<file path="src/rtl/gpio_pkg.sv">
package gpio_pkg;
    parameter int NP     = 16;
    parameter int ADDR_W = 6;
    localparam int WORD_W = ADDR_W - 2;

    typedef logic [NP-1:0] pins_t;

    // word indices (byte offset / 4)
    localparam logic [WORD_W-1:0] W_DIR    = 4'd0;
    localparam logic [WORD_W-1:0] W_SET    = 4'd1;
    localparam logic [WORD_W-1:0] W_CLR    = 4'd2;
    localparam logic [WORD_W-1:0] W_OUT    = 4'd3;
    localparam logic [WORD_W-1:0] W_IN     = 4'd4;
    localparam logic [WORD_W-1:0] W_LVLSEL = 4'd5;
    localparam logic [WORD_W-1:0] W_POL    = 4'd6;
    localparam logic [WORD_W-1:0] W_RISE   = 4'd7;
    localparam logic [WORD_W-1:0] W_FALL   = 4'd8;
    localparam logic [WORD_W-1:0] W_MASK   = 4'd9;
    localparam logic [WORD_W-1:0] W_EN     = 4'd10;
    localparam logic [WORD_W-1:0] W_STAT   = 4'd11;
    localparam logic [WORD_W-1:0] W_ACK    = 4'd12;

    typedef struct packed {
        pins_t dir;
        pins_t out;
        pins_t lvlsel;
        pins_t pol;
        pins_t rise;
        pins_t fall;
        pins_t mask;
        pins_t en;
    } cfg_t;

    typedef struct packed {
        pins_t meta;
        pins_t sync;
        pins_t prev;
    } sync_t;
endpackage

</file>
<file path="src/rtl/gpio_sync.sv">
module gpio_sync
    import gpio_pkg::*;
(
    input  logic  clk,
    input  logic  rst_n,
    input  pins_t pad_i,
    output pins_t level_o,
    output pins_t rise_o,
    output pins_t fall_o
);
    sync_t q, d;

    always_comb begin
        d      = q;
        d.meta = pad_i;
        d.sync = q.meta;
        d.prev = q.sync;
    end

    always_ff @(posedge clk or negedge rst_n) begin
        if (!rst_n) q <= '0;
        else        q <= d;
    end

    assign level_o = q.sync;
    assign rise_o  = q.sync & ~q.prev;
    assign fall_o  = ~q.sync & q.prev;
endmodule

</file>
<file path="src/rtl/gpio_regfile.sv">
module gpio_regfile
    import gpio_pkg::*;
(
    input  logic              clk,
    input  logic              rst_n,
    input  logic              wr_en,
    input  logic [WORD_W-1:0] word,
    input  pins_t             wdata,
    output cfg_t              cfg_o,
    output pins_t             ack_o
);
    cfg_t q, d;

    always_comb begin
        d = q;
        if (wr_en) begin
            unique case (word)
                W_DIR:    d.dir    = wdata;
                W_SET:    d.out    = q.out | wdata;
                W_CLR:    d.out    = q.out & ~wdata;
                W_LVLSEL: d.lvlsel = wdata;
                W_POL:    d.pol    = wdata;
                W_RISE:   d.rise   = wdata;
                W_FALL:   d.fall   = wdata;
                W_MASK:   d.mask   = wdata;
                W_EN:     d.en     = wdata;
                default:  ;
            endcase
        end
    end

    always_ff @(posedge clk or negedge rst_n) begin
        if (!rst_n) begin
            q      <= '0;
            q.mask <= '1;
        end else begin
            q <= d;
        end
    end

    assign cfg_o = q;
    assign ack_o = (wr_en && word == W_ACK) ? wdata : '0;

    // the latch only moves on a strobe write
    assert_out_hold_R3: assert property (@(posedge clk) disable iff (!rst_n)
        !(wr_en && (word == W_SET || word == W_CLR)) |=> $stable(q.out));
    // set strobe raises every selected bit
    assert_set_bits_R3: assert property (@(posedge clk) disable iff (!rst_n)
        (wr_en && word == W_SET) |=> ((q.out & $past(wdata)) == $past(wdata)));
endmodule

</file>
<file path="src/rtl/gpio_irq.sv">
module gpio_irq
    import gpio_pkg::*;
(
    input  logic  clk,
    input  logic  rst_n,
    input  pins_t level_i,
    input  pins_t rise_i,
    input  pins_t fall_i,
    input  cfg_t  cfg_i,
    input  pins_t ack_i,
    output pins_t status_o
);
    pins_t pend_q, pend_d;
    pins_t evt, lvl_req, raw;

    for (genvar i = 0; i < NP; i++) begin : g_pin
        always_comb begin
            evt[i]     = ~cfg_i.lvlsel[i] &
                         ((rise_i[i] & cfg_i.rise[i]) | (fall_i[i] & cfg_i.fall[i]));
            lvl_req[i] = cfg_i.lvlsel[i] & ~(level_i[i] ^ cfg_i.pol[i]);
            raw[i]     = cfg_i.lvlsel[i] ? lvl_req[i] : pend_q[i];
        end
    end

    always_comb begin
        pend_d = (pend_q & ~ack_i) | evt;
    end

    always_ff @(posedge clk or negedge rst_n) begin
        if (!rst_n) pend_q <= '0;
        else        pend_q <= pend_d;
    end

    assign status_o = raw & ~cfg_i.mask & cfg_i.en;

    // every armed edge is latched on the next edge
    assert_edge_latched_R6: assert property (@(posedge clk) disable iff (!rst_n)
        1'b1 |=> (($past(evt) & ~pend_q) == '0));
    // acknowledged bits with no new event are gone
    assert_ack_clears_R9: assert property (@(posedge clk) disable iff (!rst_n)
        1'b1 |=> ((pend_q & $past(ack_i & ~evt)) == '0));
endmodule

</file>
<file path="src/rtl/gpio16_irq_ctrl.sv">
module gpio16_irq_ctrl
    import gpio_pkg::*;
(
    input  logic              clk,
    input  logic              rst_n,
    input  logic [ADDR_W-1:0] addr,
    input  logic              wr_en,
    input  logic [NP-1:0]     wdata,
    output logic [NP-1:0]     rdata,
    input  logic [NP-1:0]     pad_in,
    output logic [NP-1:0]     pad_out,
    output logic [NP-1:0]     pad_oe,
    output logic              irq
);
    logic [WORD_W-1:0] word;
    cfg_t  cfg;
    pins_t ack, lvl, rise, fall, status;

    assign word = addr[ADDR_W-1:2];

    gpio_sync u_sync (
        .clk(clk), .rst_n(rst_n), .pad_i(pad_in),
        .level_o(lvl), .rise_o(rise), .fall_o(fall)
    );

    gpio_regfile u_regs (
        .clk(clk), .rst_n(rst_n), .wr_en(wr_en), .word(word),
        .wdata(wdata), .cfg_o(cfg), .ack_o(ack)
    );

    gpio_irq u_irq (
        .clk(clk), .rst_n(rst_n), .level_i(lvl), .rise_i(rise),
        .fall_i(fall), .cfg_i(cfg), .ack_i(ack), .status_o(status)
    );

    always_comb begin
        unique case (word)
            W_DIR:    rdata = cfg.dir;
            W_OUT:    rdata = cfg.out;
            W_IN:     rdata = lvl;
            W_LVLSEL: rdata = cfg.lvlsel;
            W_POL:    rdata = cfg.pol;
            W_RISE:   rdata = cfg.rise;
            W_FALL:   rdata = cfg.fall;
            W_MASK:   rdata = cfg.mask;
            W_EN:     rdata = cfg.en;
            W_STAT:   rdata = status;
            default:  rdata = '0;
        endcase
    end

    assign pad_out = cfg.out;
    assign pad_oe  = cfg.dir;
    assign irq     = |status;

    // no status bit without clear mask and set enable
    assert_status_gate_R8: assert property (@(posedge clk) disable iff (!rst_n)
        (status & (cfg.mask | ~cfg.en)) == '0);
    // irq line agrees with the status vector
    assert_irq_or_R10: assert property (@(posedge clk) disable iff (!rst_n)
        irq == (status != '0));
endmodule

</file>
<file path="config.mk">
export PLATFORM = sky130hd
export DESIGN_NAME = gpio16_irq_ctrl
export DESIGN_NICKNAME = d
export VERILOG_FILES = /design/src/rtl/gpio_pkg.sv /design/src/rtl/gpio_sync.sv /design/src/rtl/gpio_regfile.sv /design/src/rtl/gpio_irq.sv /design/src/rtl/gpio16_irq_ctrl.sv
export SDC_FILE = /design/constraint.sdc
export NUM_CORES = 1
export LEC_CHECK = 0
export ABC_AREA = 1
export BUFFER_PORTS_ARGS = -buffer_cell sky130_fd_sc_hd__buf_2
export CAP_MARGIN = 20
export CORE_ASPECT_RATIO = 1.5
export CORE_MARGIN = 5
export CORE_UTILIZATION = 40
export CTS_CLUSTER_SIZE = 20
export DETAILED_ROUTE_END_ITERATION = 8
export PLACE_DENSITY_LB_ADDON = 0.12
export SYNTH_ARGS = -nofsm -noshare
export SYNTH_HDL_FRONTEND = slang
export SYNTH_SLANG_ARGS = --single-unit
export TNS_END_PERCENT = 20
</file>
<file path="constraint.sdc">
create_clock -name clk -period 2.38 [get_ports clk]
set_clock_uncertainty 0.1 [all_clocks]
set_input_delay 0.119 -clock clk [delete_from_list [all_inputs] [get_ports clk]]
set_output_delay 0.119 -clock clk [all_outputs]
set_load 0.005 [all_outputs]
</file>
==> results.txt <==
P per Cell Area -> 836 nW/um2
Combinational share of power -> 0.163
DRT Wirelength -> 26,800 um
Switch share -> 0.285
Leak -> 5.11 nW
Design Area, Final -> 10,500 um2
Synthesized area per cell -> 8.14 um2
Grt ovf -> 0
Vias post-DR -> 7,519
Worst Max-Slew Pin Slew -> 0.670 ns
Status -> complete, no violations
WL/cell -> 18.0 um
Die Width -> 132 um
Final setup vio count -> 0
Maximum VDD drop -> 0.000554 V
Sw power -> 2.51 mW
FILL cells -> 2,233
Flop pwr share -> 0.482
First-pass GRT wire length -> 42,100 um
Row Count -> 67
RSZ-0062 raised after global routing -> false
Max Cap Viol -> 0
Worst path arrival time -> 1.99 ns
Synth Cell Area -> 8920 um2
Layout cells sized above 1 -> 0.154
Post-route clock period utilization -> 0.928
Number of global-route vias before repair -> 7,533
Mux contribution to synthesized area -> 0
Clock-pin slew on the worst setup and hold paths -> 0.07 ns
Detailed-route DRC error count -> 0
Layout Nets -> 1,240
GRT Overall Usage -> 0.216
Main combinational cell family by area after synthesis -> simple AND/OR/NAND/NOR gates
CORE AREA -> 22,100 um2
Hold Path Class -> in2reg
Worst rel slew slack -> 0.552
FMAX -> 453 MHz
Antenna Violating Nets Remaining -> 0
Compound-gate portion of the synthesized area -> 0.130
Placed wire-length estimate -> 18,200 um
Postcts setup bufs -> 0
Total chip power -> 8.81 mW
Area Overhead vs Synth -> 18.2%
Synth Area in Adders -> 0
Top-area cell type share of the netlist area -> 0.494
Final Hold Vio Count -> 0
Synthesized net count -> 1,137
Drt pass-1 iters -> 4
Initial Utilization -> 0.403
Clock sink total -> 192
Post-cts resize count -> 0
Kind of end point of the critical path -> output pin
Die height -> 193 um
Routability cong. -> 0.865
Largest net degree at the start of global routing -> 75
WS Path Type -> reg2out
Area contributors post-synth -> dfrtp_1 (49%), nand2_1 (14%), o21ai_1 (7.4%)
PortBufs -> 87
Via density -> 5.05
P_int -> 6.30 mW
Most used cell along the critical path -> nand2_1
Worst path max stage delay -> 0.45 ns
Worst Path Required -> 2.16 ns
Clock Path Buffers -> 2
CTS buffer count -> 17
Slowest-stage cell, CP -> dfrtp_1
Hold buffers post-CTS -> 35
Post-Synth XOR/XNOR Area -> 0
WHS -> 0.0361 ns
Final min period -> 2.21 ns
Worst skew pair latency -> 0.44 ns
Yosys top cell by area -> dfrtp_1
CP Max Fanout -> 6
Cells along the critical path -> nand2_1 > nand2_1 > o21ai_0 > nand2_1 > inv_1 > nand2_1 > nor2_1 > nand2_1 > buf_2
Gate Count Post-Synth -> 1,096
Post-DP Area -> 9550 um2
Yosys warning total -> 0
Setup TNS -> 0 ns
CTS tree -> yes
Pins Over Slew Limit -> 0
Synth Area in Simple Gates -> 0.239
Crit start category -> flop
CTS root buffer -> clkbuf_16
Sequential-to-total area share from yosys stat -> 0.541
Clock power frac -> 0.354
Htree depth -> 4
DR iter-0 viols -> 464
N_diodes -> 0
Initial antenna violation count -> 0
Area of the die -> 25,400 um2
Post-synthesis cell type count -> 24
Seq cells post-synth -> 192
Boundary Pins -> 90
==> final cells by class <==
type / instances / area (um2) / area share
clock buffer: 20 / 447 / 0.0424
clock inverter: 12 / 190 / 0.0180
sequential: 192 / 4820 / 0.458
inverter: 97 / 364 / 0.0345
multi-input combinational: 736 / 3290 / 0.312
timing repair buffer: 155 / 1080 / 0.102
tap: 276 / 345 / 0.0328
==> power groups by stage <==
stage	registers [mW]	clock network [mW]	logic (mW)
finish	4.25	3.12	1.44
global route	4.33	3.32	1.67
CTS	4.25	3.20	1.46
detailed placement	4.31	0	1.42
global placement	4.30	0	1.39
floorplan	4.18	0	1.06
==> critical path, delay by kind of cell (launching register included) <==
family | cells | cell delay [ns]
AOI/OAI and AO/OA | 1 | 0.42
DFF | 1 | 0.45
buffers and inverters | 2 | 0.21
and+or+nand+nor | 6 | 0.47
==> cell usage in the layout, fill, tap and decap left out, types with 17 or more instances in the layout <==
cell	synthesis	layout
nand2_1	332	332
inv_1	88	88
buf_2	31	86
o21ai_0	48	48
nand4_1	27	27
dfrtp_1	176	176
clkbuf_16	0	17
nor2_1	93	93
buf_4	34	30
dlygate4sd3_1	0	35
nand3_1	48	48
a21oi_1	17	17
o21ai_1	131	131
==> stage by stage <==
stage	std cells	utilization	setup slack (ns)
global route	1488	0.476	0.0189
detailed placement	1421	0.432	0.491
floorplan	1096	-	1.18
global placement	1421	0.432	0.525
CTS	1488	0.476	0.155
finish	1488	0.476	0.171
==> sequential cells by signal, summed over array words and instances (netlist names), named ones only <==
signal and cells:
u_irq.pend_q 16, u_regs.cfg_o 112, u_sync.d 16, u_sync.level_o 16
u_sync.q 16
==> cells by family (layout without fill, tap and decap cells) <==
| family | Yosys count | after routing |
|---|---|---|
| flops | 192 | 192 |
| buf+inv | 168 | 284 |
| compound gates | 220 | 220 |
| simple gates | 516 | 516 |
==> routing by layer <==
layer  GRT usage  routed length [um]  part of all wire  vias up
met1       0.268               11500              0.43     3568
li1            -                   -                 -     3725
met3      0.0373                 993             0.037       45
met4      0.0748                 652             0.024        0
met5           0                   0                 0        -
met2       0.380               13700              0.51      181
==> cells in the mapped netlist <==
library cell,n
nand3_1,48
o31ai_1,11
buf_6,1
nor2_4,6
nor2_1,93
o21ai_0,48
nand2_2,5
buf_2,31
dfstp_2,16
o21ai_1,131
buf_4,34
inv_1,88
clkinv_1,1
or2_1,4
o22ai_1,11
inv_2,8
nor2_2,1
nand2_1,332
dfrtp_1,176
o211ai_1,1
nand4_1,27
a21oi_4,1
a21oi_1,17
clkbuf_1,5
==> worst paths after layout <==
| kind | start | end | slack, ns | cells after the start |
|---|---|---|---|---|
| setup / recovery | u_sync.level_o[4]$_DFF_PN0_ | irq | 0.17 | 9 |
| hold / removal | wr_en | flop | 0.04 | 3 |
| setup reg to reg | u_sync.level_o[10]$_DFF_PN0_ | u_irq.pend_q[10]$_DFF_PN0_ | 1.37 | 3 |
| hold reg to reg | u_sync.d[22]$_DFF_PN0_ | u_sync.level_o[6]$_DFF_PN0_ | 0.25 | 0 |
| max in group asynchronous | rst_n | u_regs.cfg_o[27]$_DFFE_PN1P_ | 1.22 | 3 |
| min in group asynchronous | rst_n | u_sync.level_o[2]$_DFF_PN0_ | 0.17 | 2 |
Note: power is estimated with default switching activity, not from simulation.
